**config.mk**
```make
export PLATFORM = sky130hd
export DESIGN_NAME = sd_bitbang_engine
export DESIGN_NICKNAME = d
export VERILOG_FILES = /design/src/rtl/sdse_pkg.sv /design/src/rtl/sdse_rate_div.sv /design/src/rtl/sdse_shift_reg.sv /design/src/rtl/sd_bitbang_engine.sv
export SDC_FILE = /design/constraint.sdc
export NUM_CORES = 1
export LEC_CHECK = 0
export ABC_AREA = 1
export BUFFER_PORTS_ARGS = -buffer_cell sky130_fd_sc_hd__buf_2
export CORE_MARGIN = 1
export CORE_UTILIZATION = 53
export CTS_CLUSTER_SIZE = 20
export DETAILED_ROUTE_END_ITERATION = 12
export PLACE_DENSITY = 0.78
export SYNTH_ARGS = -nofsm -noshare
export SYNTH_HDL_FRONTEND = slang
export SYNTH_SLANG_ARGS = --single-unit
```
**constraint.sdc**
```tcl
create_clock -name clk -period 1.8 [get_ports clk]
set_input_delay 0.36 -clock clk [delete_from_list [all_inputs] [get_ports clk]]
set_output_delay 0.36 -clock clk [all_outputs]
set_load 0.05 [all_outputs]
```
**src/rtl/sdse_pkg.sv**
```systemverilog
package sdse_pkg;
    typedef enum logic [1:0] {
        ST_IDLE   = 2'd0,
        ST_CLK_LO = 2'd1,
        ST_CLK_HI = 2'd2
    } sdse_state_e;

    typedef struct packed {
        logic       one_bit;
        logic       use_dat;
        logic       rd;
        logic       cs;
        logic [1:0] rate;
    } sdse_cfg_t;

    localparam int CFG_W = 6;
endpackage

```
**src/rtl/sdse_rate_div.sv**
```systemverilog
module sdse_rate_div #(
    parameter int SYS_CLK_HZ  = 200_000_000,
    parameter int FAST_HZ     = 50_000_000,
    parameter int MID_HZ      = 25_000_000,
    parameter int INIT_MAX_HZ = 400_000
) (
    input  logic       clk,
    input  logic       rst_n,
    input  logic       run,
    input  logic [1:0] rate,
    output logic       tick
);
    localparam int HALF_FAST_RAW = SYS_CLK_HZ / (2 * FAST_HZ);
    localparam int HALF_MID_RAW  = SYS_CLK_HZ / (2 * MID_HZ);
    localparam int HALF_INIT_RAW = (SYS_CLK_HZ + 2 * INIT_MAX_HZ - 1) / (2 * INIT_MAX_HZ);
    localparam int HALF_FAST = (HALF_FAST_RAW < 1) ? 1 : HALF_FAST_RAW;
    localparam int HALF_MID  = (HALF_MID_RAW  < 1) ? 1 : HALF_MID_RAW;
    localparam int HALF_INIT = (HALF_INIT_RAW < 1) ? 1 : HALF_INIT_RAW;
    localparam int CNT_W     = $clog2(HALF_INIT + 1);

    logic [CNT_W-1:0] cnt_q;
    logic [CNT_W-1:0] limit;

    always_comb begin
        unique case (rate)
            2'b00:   limit = CNT_W'(HALF_FAST - 1);
            2'b01:   limit = CNT_W'(HALF_MID - 1);
            default: limit = CNT_W'(HALF_INIT - 1);
        endcase
    end

    assign tick = run && (cnt_q == limit);

    always_ff @(posedge clk or negedge rst_n) begin
        if (!rst_n) begin
            cnt_q <= '0;
        end else if (!run || tick) begin
            cnt_q <= '0;
        end else begin
            cnt_q <= cnt_q + 1'b1;
        end
    end
endmodule

```
**src/rtl/sdse_shift_reg.sv**
```systemverilog
module sdse_shift_reg #(
    parameter int DATA_W = 8,
    localparam int IDX_W = (DATA_W > 1) ? $clog2(DATA_W) : 1
) (
    input  logic              clk,
    input  logic              rst_n,
    input  logic              load,
    input  logic [DATA_W-1:0] load_val,
    input  logic              shift_en,
    input  logic              shift_bit,
    input  logic [IDX_W-1:0]  bit_idx,
    input  logic              one_bit,
    output logic [DATA_W-1:0] q,
    output logic              drive_bit
);
    logic [IDX_W-1:0] sel;

    assign sel       = IDX_W'(DATA_W - 1) - bit_idx;
    assign drive_bit = one_bit ? q[0] : q[sel];

    always_ff @(posedge clk or negedge rst_n) begin
        if (!rst_n) begin
            q <= '0;
        end else if (load) begin
            q <= load_val;
        end else if (shift_en) begin
            q <= {q[DATA_W-2:0], shift_bit};
        end
    end
endmodule

```
**src/rtl/sd_bitbang_engine.sv**
```systemverilog
module sd_bitbang_engine #(
    parameter int SYS_CLK_HZ  = 200_000_000,
    parameter int FAST_HZ     = 50_000_000,
    parameter int MID_HZ      = 25_000_000,
    parameter int INIT_MAX_HZ = 400_000,
    parameter int DATA_W      = 8
) (
    input  logic              clk,
    input  logic              rst_n,
    input  logic              cfg_we,
    input  logic [5:0]        cfg_wdata,
    input  logic              dat_we,
    input  logic [DATA_W-1:0] dat_wdata,
    output logic [DATA_W-1:0] dat_rdata,
    output logic              busy,
    output logic              sd_clk,
    output logic              sd_cs,
    output logic              sd_cmd_out,
    output logic              sd_cmd_oe,
    input  logic              sd_cmd_in,
    output logic              sd_dat_out,
    output logic              sd_dat_oe,
    input  logic              sd_dat_in
);
    import sdse_pkg::*;

    localparam int IDX_W = (DATA_W > 1) ? $clog2(DATA_W) : 1;

    sdse_state_e      state_q, state_d;
    sdse_cfg_t        cfg_q;
    logic [IDX_W-1:0] bit_q;
    logic             tick;
    logic             idle;
    logic             start;
    logic             last_bit;
    logic             sample;
    logic             line_in;
    logic             drive_bit;
    logic             driving;

    assign idle     = (state_q == ST_IDLE);
    assign start    = idle && dat_we;
    assign last_bit = cfg_q.one_bit || (bit_q == IDX_W'(DATA_W - 1));
    assign sample   = (state_q == ST_CLK_LO) && tick && cfg_q.rd;
    assign line_in  = cfg_q.use_dat ? sd_dat_in : sd_cmd_in;

    sdse_rate_div #(
        .SYS_CLK_HZ (SYS_CLK_HZ),
        .FAST_HZ    (FAST_HZ),
        .MID_HZ     (MID_HZ),
        .INIT_MAX_HZ(INIT_MAX_HZ)
    ) u_div (
        .clk  (clk),
        .rst_n(rst_n),
        .run  (!idle),
        .rate (cfg_q.rate),
        .tick (tick)
    );

    sdse_shift_reg #(.DATA_W(DATA_W)) u_shift (
        .clk      (clk),
        .rst_n    (rst_n),
        .load     (start && !cfg_q.rd),
        .load_val (dat_wdata),
        .shift_en (sample),
        .shift_bit(line_in),
        .bit_idx  (bit_q),
        .one_bit  (cfg_q.one_bit),
        .q        (dat_rdata),
        .drive_bit(drive_bit)
    );

    // Next-state logic
    always_comb begin
        state_d = state_q;
        unique case (state_q)
            ST_IDLE:   if (dat_we) state_d = ST_CLK_LO;
            ST_CLK_LO: if (tick)   state_d = ST_CLK_HI;
            ST_CLK_HI: if (tick)   state_d = last_bit ? ST_IDLE : ST_CLK_LO;
            default:               state_d = ST_IDLE;
        endcase
    end

    // State register
    always_ff @(posedge clk or negedge rst_n) begin
        if (!rst_n) begin
            state_q <= ST_IDLE;
        end else begin
            state_q <= state_d;
        end
    end

    // Bit counter: cleared on start, advanced on each falling card edge
    always_ff @(posedge clk or negedge rst_n) begin
        if (!rst_n) begin
            bit_q <= '0;
        end else if (start) begin
            bit_q <= '0;
        end else if ((state_q == ST_CLK_HI) && tick && !last_bit) begin
            bit_q <= bit_q + 1'b1;
        end
    end

    // Configuration accepted only while idle
    always_ff @(posedge clk or negedge rst_n) begin
        if (!rst_n) begin
            cfg_q <= '0;
        end else if (cfg_we && idle) begin
            cfg_q <= sdse_cfg_t'(cfg_wdata);
        end
    end

    // Outputs
    always_comb begin
        busy       = !idle;
        sd_clk     = (state_q == ST_CLK_HI);
        sd_cs      = cfg_q.cs;
        driving    = !idle && !cfg_q.rd;
        sd_cmd_oe  = driving && !cfg_q.use_dat;
        sd_dat_oe  = driving && cfg_q.use_dat;
        sd_cmd_out = sd_cmd_oe ? drive_bit : 1'b1;
        sd_dat_out = sd_dat_oe ? drive_bit : 1'b1;
    end
endmodule

```
# == Word level (Yosys, flattened, before mapping) ==
# Cells that the tools add are included.
# word_totals
ff_bits,27
input_bits,20
output_inout_bits,15
elab_cells,60
# op_classes
addsub,3
order_cmp,1
eq_ne,8
muxes,17
reduce_logical,22
# op_table
operator,count
2-to-1 mux 8 bit,3
one-hot mux 8 bit (2 select lines),1
logical AND 1 bit,11
adder 8 x 1 -> 8 bit (second input constant),1
== test 8 bit,1
2-to-1 mux 1 bit,6
2-to-1 mux 2 bit,3
2-to-1 mux 3 bit,2
one-hot mux 2 bit (3 select lines),1
== test 2 x 1 -> 1 bit (second input constant),2
logical NOT 1 bit,4
logical NOT 2 bit,2
< comparator 3 x 4 -> 1 bit (second input constant),1
inequality test 2 bit (second input constant),2
nonzero test 2 bit,2
adder 3 x 1 -> 3 bit (second input constant),1
binary-select mux 1 bit (select 3 bit),1
== test 3 bit (second input constant),1
AND reduction 3 bit,1
subtractor 3 bit (first input constant),1
== test 2 bit (second input constant),1
logical OR 1 bit,2
inequality test 2 x 1 -> 1 bit (second input constant),1

# == Longest topological paths before layout ==
# logic_depth
ltp_word,8
mapped_depth,9
ltp_nobuf,9

# == Hierarchy ==
# A second synthesis with hierarchy kept.
# hier_totals
hier_cells,194
hier_area_um2,1477.7
# by_module_without_submodules
module,n_inst,cells_per_inst,area_per_inst_um2,seq_area_each_um2
sd_bitbang_engine,1,70,548.0,275.3
sdse_shift_reg,1,60,466.7,200.2
sdse_rate_div,1,64,462.9,200.2

# == Worst setup path before layout ==
# Ideal clock, no wire load.
# synth_path
path_type,register to output
from,register cfg_q[3] (netlist name)
to,output sd_dat_out
arrival_ns,2.451
required_ns,1.440
path_slack_ns,-1.011
stages_incl_launch_ff,3
path_buffers,0
path_cell_list,dfrtp_1 > nor3b_1 > nand3_1
# synth_between
elab_chain_cells,4
# synth_rtl
item,line,text
"start, declared",sd_bitbang_engine.sv:30,sdse_cfg_t cfg_q;
"start signal, assigned",sd_bitbang_engine.sv:109,cfg_q <= sdse_cfg_t'(cfg_wdata);
logical NOT 1 bit,sd_bitbang_engine.sv:118,driving = !idle && !cfg_q.rd;
logical AND 1 bit,sd_bitbang_engine.sv:118,
logical AND 1 bit,sd_bitbang_engine.sv:120,sd_dat_oe = driving && cfg_q.use_dat;
net sd_dat_oe,sd_bitbang_engine.sv:22,"output logic sd_dat_oe,"
2-to-1 mux 1 bit,sd_bitbang_engine.sv:122,sd_dat_out = sd_dat_oe ? drive_bit : 1'b1;
"end, declared",sd_bitbang_engine.sv:21,"output logic sd_dat_out,"
# The timed path passes the listed nets, and every way through them passes these cells.

# == Final worst setup path ==
# layout_path
from,register bit_q[0]
to,output sd_cmd_out
# layout_between
elab_chain_cells,5
# layout_rtl
item,line,text
"start, declared",sd_bitbang_engine.sv:31,logic [IDX_W-1:0] bit_q;
"start signal, assigned",sd_bitbang_engine.sv:100,bit_q <= bit_q + 1'b1;
subtractor 3 bit,sdse_shift_reg.sv:18,assign sel = IDX_W'(DATA_W - 1) - bit_idx;
binary-select mux 1 bit (select 3 bit),sdse_shift_reg.sv:19,assign drive_bit = one_bit ? q[0] : q[sel];
2-to-1 mux 1 bit (implied by the code),sdse_shift_reg.sv:19,
2-to-1 mux 1 bit,sdse_shift_reg.sv:19,
2-to-1 mux 1 bit,sd_bitbang_engine.sv:121,sd_cmd_out = sd_cmd_oe ? drive_bit : 1'b1;
"end, declared",sd_bitbang_engine.sv:18,"output logic sd_cmd_out,"
# No other way between the ends. The select of a mux whose other input is x is not followed.

==> results list <==
- Compound-cell area share of the yosys netlist: 4.272%
* Area after detailed placement: 1799 um2
- Depth of the CTS H-tree: 1
* Number of clock sinks seen by CTS: 27
- Measured against its own limit, the worst slew margin works out to 60.48%.
- Met3 usage: 2.304%
- Biggest cell delay along the critical path: 0.48 ns
- Number of remaining DRC errors: 0
- Number of fillers in the final layout: 232
- The flow ran to the end, but the final reports show violations.
- Crit path buffers/inverters: 1
- Total GRT Usage: 20.74%
- Power dissipated by switching net loads: 207.7 uW
- Synthesized instance count: 195
- The worst setup path is of the reg2out kind.
- TritonCTS built the clock tree.
- The cell that appears most often on the critical path is sky130_fd_sc_hd__nor2_1.
* Sequential share of power: 66.4%
- Predominant post-synthesis flop cell: sky130_fd_sc_hd__dfrtp_1
* Clock transition at the register clock pins on the worst setup and hold paths after CTS: 0.15 ns
* Synthesis-to-finish area growth: 18.28%
* Post-synthesis xor/xnor area fraction: 1.661%
- Entering global routing, the biggest net connects 28 pins.
* Multiplexer area fraction after synthesis: 3.481%
- Share of flip-flops with an asynchronous set or reset after synthesis: 100.0%
- Clock root buffer: sky130_fd_sc_hd__clkbuf_4
* Syn Std Cell Area: 1582 um2
- Actual transition at the worst max-transition pin: 0.5928 ns
- In the finished design, the share of the clock period the worst path needs comes to 104.5%.
- After synthesis, the largest family of logic cells by area is simple AND/OR/NAND/NOR gates.
- In the global route stage, met2 resource usage came out at 31.60%.
- The commonest cells after synthesis are sky130_fd_sc_hd__nand2_1, sky130_fd_sc_hd__dfrtp_1, sky130_fd_sc_hd__nor2_1.
- Cell depth of the worst flop-to-flop path: 8
- Drt total wl: 3026 um
- The worst register-to-register path begins at bit_q[0]$_DFFE_PN0P_.
- In this run the static leakage power is 0.0009849 uW.
- Minimum hold slack: 0.006008 ns
* Top cells by area, synth: sky130_fd_sc_hd__dfrtp_1, sky130_fd_sc_hd__nand2_1, sky130_fd_sc_hd__nor2_1
* Failing checks: setup timing
- Worst r2r dst: bit_q[1]$_DFFE_PN0P_
- Number of distinct library cell variants in the gate-level netlist after synthesis: 32
- The net count of the finished layout is 256.
* Synthesized netlist net count: 218
- Post-synthesis sequential area ratio: 42.72%
- Floorplan die area: 3206 um2
- In this run the count of I/O pins placed on the die edge is 35.
- The tightest min-delay check is of the in2async type.
* Fin Clk Skew: 0.006631 ns
- Using the TritonRoute via totals, the vias-per-cell ratio works out to 5.087.
- Antenna violations before repair: 0
- Global-route layer with the greatest usage: met2
- In this run the power density over the cells is 490.5 nW/um2.
- Global routing used 31.52% of the available met1 tracks.
- Per report_power, the clock group accounts for 29.2% of the total.
- Worst EP arrival: 1.52 ns
- Maximum fanout count along the critical path: 8
- Final ANT Viol Nets: 0
* Setup Viol. Count Final: 2
- Of the cells placed in the final design, the portion with a size suffix greater than 1 is 31.90%.
* Vias in the first global route: 1233
- Number of optimization iterations in the first detailed-route pass: 6
- In this run the biggest area consumer among cell types represents 42.72% of the synthesized area.
- Clock latency on the worst-skew pair, taken at its later pin, is 0.33 ns.
- Bufs on Longest Clock Path: 2
- Most frequently used cell type in the post-synthesis netlist: sky130_fd_sc_hd__nand2_1
- In this run, synthesis inferred 0 flip-flops with an integrated enable.
- Yosys printed 0 warnings.
- Combinational power share: 4.4%
- Setup ws final: -0.08178 ns
* Placement row count: 19
- Post-Synthesis Mean Instance Area: 8.110 um2
- For this run the aggregate overflow at the end of global routing stands at 0.
* Core Area: 2781 um2
* Global placement routability congestion: 0.7715
- Summing the areas of all and, or, nand and nor instances in the mapped netlist gives 38.84% of the synthesized area.
- Count of state elements after synthesis: 27
- Series of cell instances along the critical path: nor2_1, nor2_1, o21ai_1, nand3_1, nand3b_1, nand3_2, buf_6
* Internal power: 709.8 uW
* RSZ-0062 raised after global routing: true
- Data on the critical path is required at its endpoint by 1.44 ns.
- Number of hold violations in the final report: 0
- Of the total power, the share spent switching nets is 22.64%.
* Startpoint Class: register
* Cell area after layout: 1871 um2
- Total power consumption of the routed design: 917.5 uW
- Slowest cell on the critical path: sky130_fd_sc_hd__dfrtp_2
- Timing would allow up to 531.4 MHz.
* Top cell type by total area after synthesis: sky130_fd_sc_hd__dfrtp_1
- The first global-routing pass estimated 5299 um of wire.
- For this configuration, the core starts out at a cell density of 56.86%.
* Crit-path leading delay family: simple AND/OR/NAND/NOR gates
- Pins over their slew limit: 0
- Detailed placement finished with a half-perimeter wire length of 2321 um.
- WP depth: 7
* Count of max-cap constraint violations: 0
* Count of vias placed by the detailed router: 1338
- The worst-case IR drop observed on VDD is 0.3532 mV.
- In this run the horizontal extent of the chip is 56.63 um.
- For this design, the CTS-stage hold fixing added 0 buffers.
- Time the final worst path needs with I/O delays and setup: 1.882 ns
* Number of diodes: 0
* Initial drt markers: 62
- Height of the die: 56.63 um
- Area share of fa/ha/maj cells after synthesis: 2.373%
- Inserted Clock Buffers: 3
- After detailed routing, the average wire length per cell comes to 11.51 um.
- CP endpoint kind: output port
- Count of buffers inserted at the top-level ports: 34
- At the placement stage, the worst setup path has a slack of 0.1525 ns.
- For flop-to-flop paths, the worst setup slack is 0.09 ns.
## worst max path at each step
| stage | start | end | slack, ns |
|---|---|---|---|
| 2_1_floorplan | cfg_q[3]$_DFFE_PN0P_ | sd_dat_out | 0.008 |
| 3_3_place_gp | bit_q[0]$_DFFE_PN0P_ | sd_dat_out | 0.16 |
| 3_5_place_dp | bit_q[0]$_DFFE_PN0P_ | sd_cmd_out | 0.15 |
| 4_1_cts | bit_q[0]$_DFFE_PN0P_ | sd_dat_out | -0.08 |
| 5_1_grt | bit_q[0]$_DFFE_PN0P_ | sd_dat_out | -0.20 |
| 6_report | bit_q[0]$_DFFE_PN0P_ | sd_cmd_out | -0.08 |
## stage by stage
| step | setup TNS (ns) | util (%) | instances |
|---|---|---|---|
| 2_1_floorplan | 0 | - | 195 |
| 3_3_place_gp | 0 | 64.69 | 257 |
| 3_5_place_dp | 0 | 64.69 | 257 |
| 4_1_cts | -0.1688 | 66.53 | 262 |
| 5_1_grt | -0.4251 | 67.25 | 263 |
| 6_report | -0.1630 | 67.25 | 263 |
## registers in the layout (all words and copies together) (netlist names)
| register | count |
|---|---|
| u_div.cnt_q | 8 |
| state_q | 2 |
| u_shift.q | 8 |
| sd_cs | 1 |
| bit_q | 3 |
| cfg_q | 5 |
## power groups by stage
stage / registers, uW / logic, uW / clock network (uW)
finish: 609 / 40.8 / 268
global placement: 620 / 41.2 / 0
CTS: 609 / 41.7 / 281
global route: 610 / 46.5 / 296
detailed placement: 620 / 41.6 / 0
floorplan: 624 / 3.72 / 0
## placed cells by master, fill, tap and decap left out, types with 3 or more instances in the layout
cell type and n:
sky130_fd_sc_hd__o21ai_1 5, sky130_fd_sc_hd__inv_1 15, sky130_fd_sc_hd__nand2_4 4, sky130_fd_sc_hd__nand3_1 14
sky130_fd_sc_hd__a21oi_1 4, sky130_fd_sc_hd__nor3_1 3, sky130_fd_sc_hd__nand2_2 4, sky130_fd_sc_hd__ha_1 3
sky130_fd_sc_hd__dfrtp_1 25, sky130_fd_sc_hd__buf_4 3, sky130_fd_sc_hd__nor2_1 22, sky130_fd_sc_hd__mux2_2 4
sky130_fd_sc_hd__nand2_1 56, sky130_fd_sc_hd__clkbuf_4 3, sky130_fd_sc_hd__nor2_4 3, sky130_fd_sc_hd__inv_2 5
sky130_fd_sc_hd__nand3_2 3, sky130_fd_sc_hd__buf_2 31, sky130_fd_sc_hd__o21ai_0 3
## layout make-up
class                           instances  area [um2]  area share [%]
Clock buffer                            3       22.52           1.204
Inverter                               21       83.83           4.482
Tap cell                               31       38.79           2.074
Multi-Input combinational cell        144       839.6           44.88
Sequential cell                        27       678.2           36.25
Timing Repair Buffer                   36       200.2           10.70
Clock inverter                          1       7.507          0.4013
## cells by family (layout without fill, tap and decap cells)
| logic type | count (synthesis) | count (layout) |
|---|---|---|
| AOI/OAI and AO/OA | 13 | 13 |
| DFF | 27 | 27 |
| buffers and inverters | 24 | 61 |
| and+or+nand+nor | 120 | 120 |
| muxes | 5 | 5 |
| xor gates and xnor gates | 3 | 3 |
| adders and majority gates | 3 | 3 |
## layer usage
layer / vias up / share of wire, % / routed length [um]
li1: 694 / - / -
met1: 606 / 51 / 1529
met2: 36 / 44 / 1335
met3: 2 / 4.7 / 141
met4: 0 / 0.63 / 19
met5: - / 0 / 0
## timing repair
item	in CTS	in global routing
hold endpoints to repair	0	0
resized for setup	7	6
buffers inserted	1	1
pin swaps	3	3
gates cloned	0	0
setup endpoints to repair	3	7
Note: power is estimated with default switching activity, not from simulation.
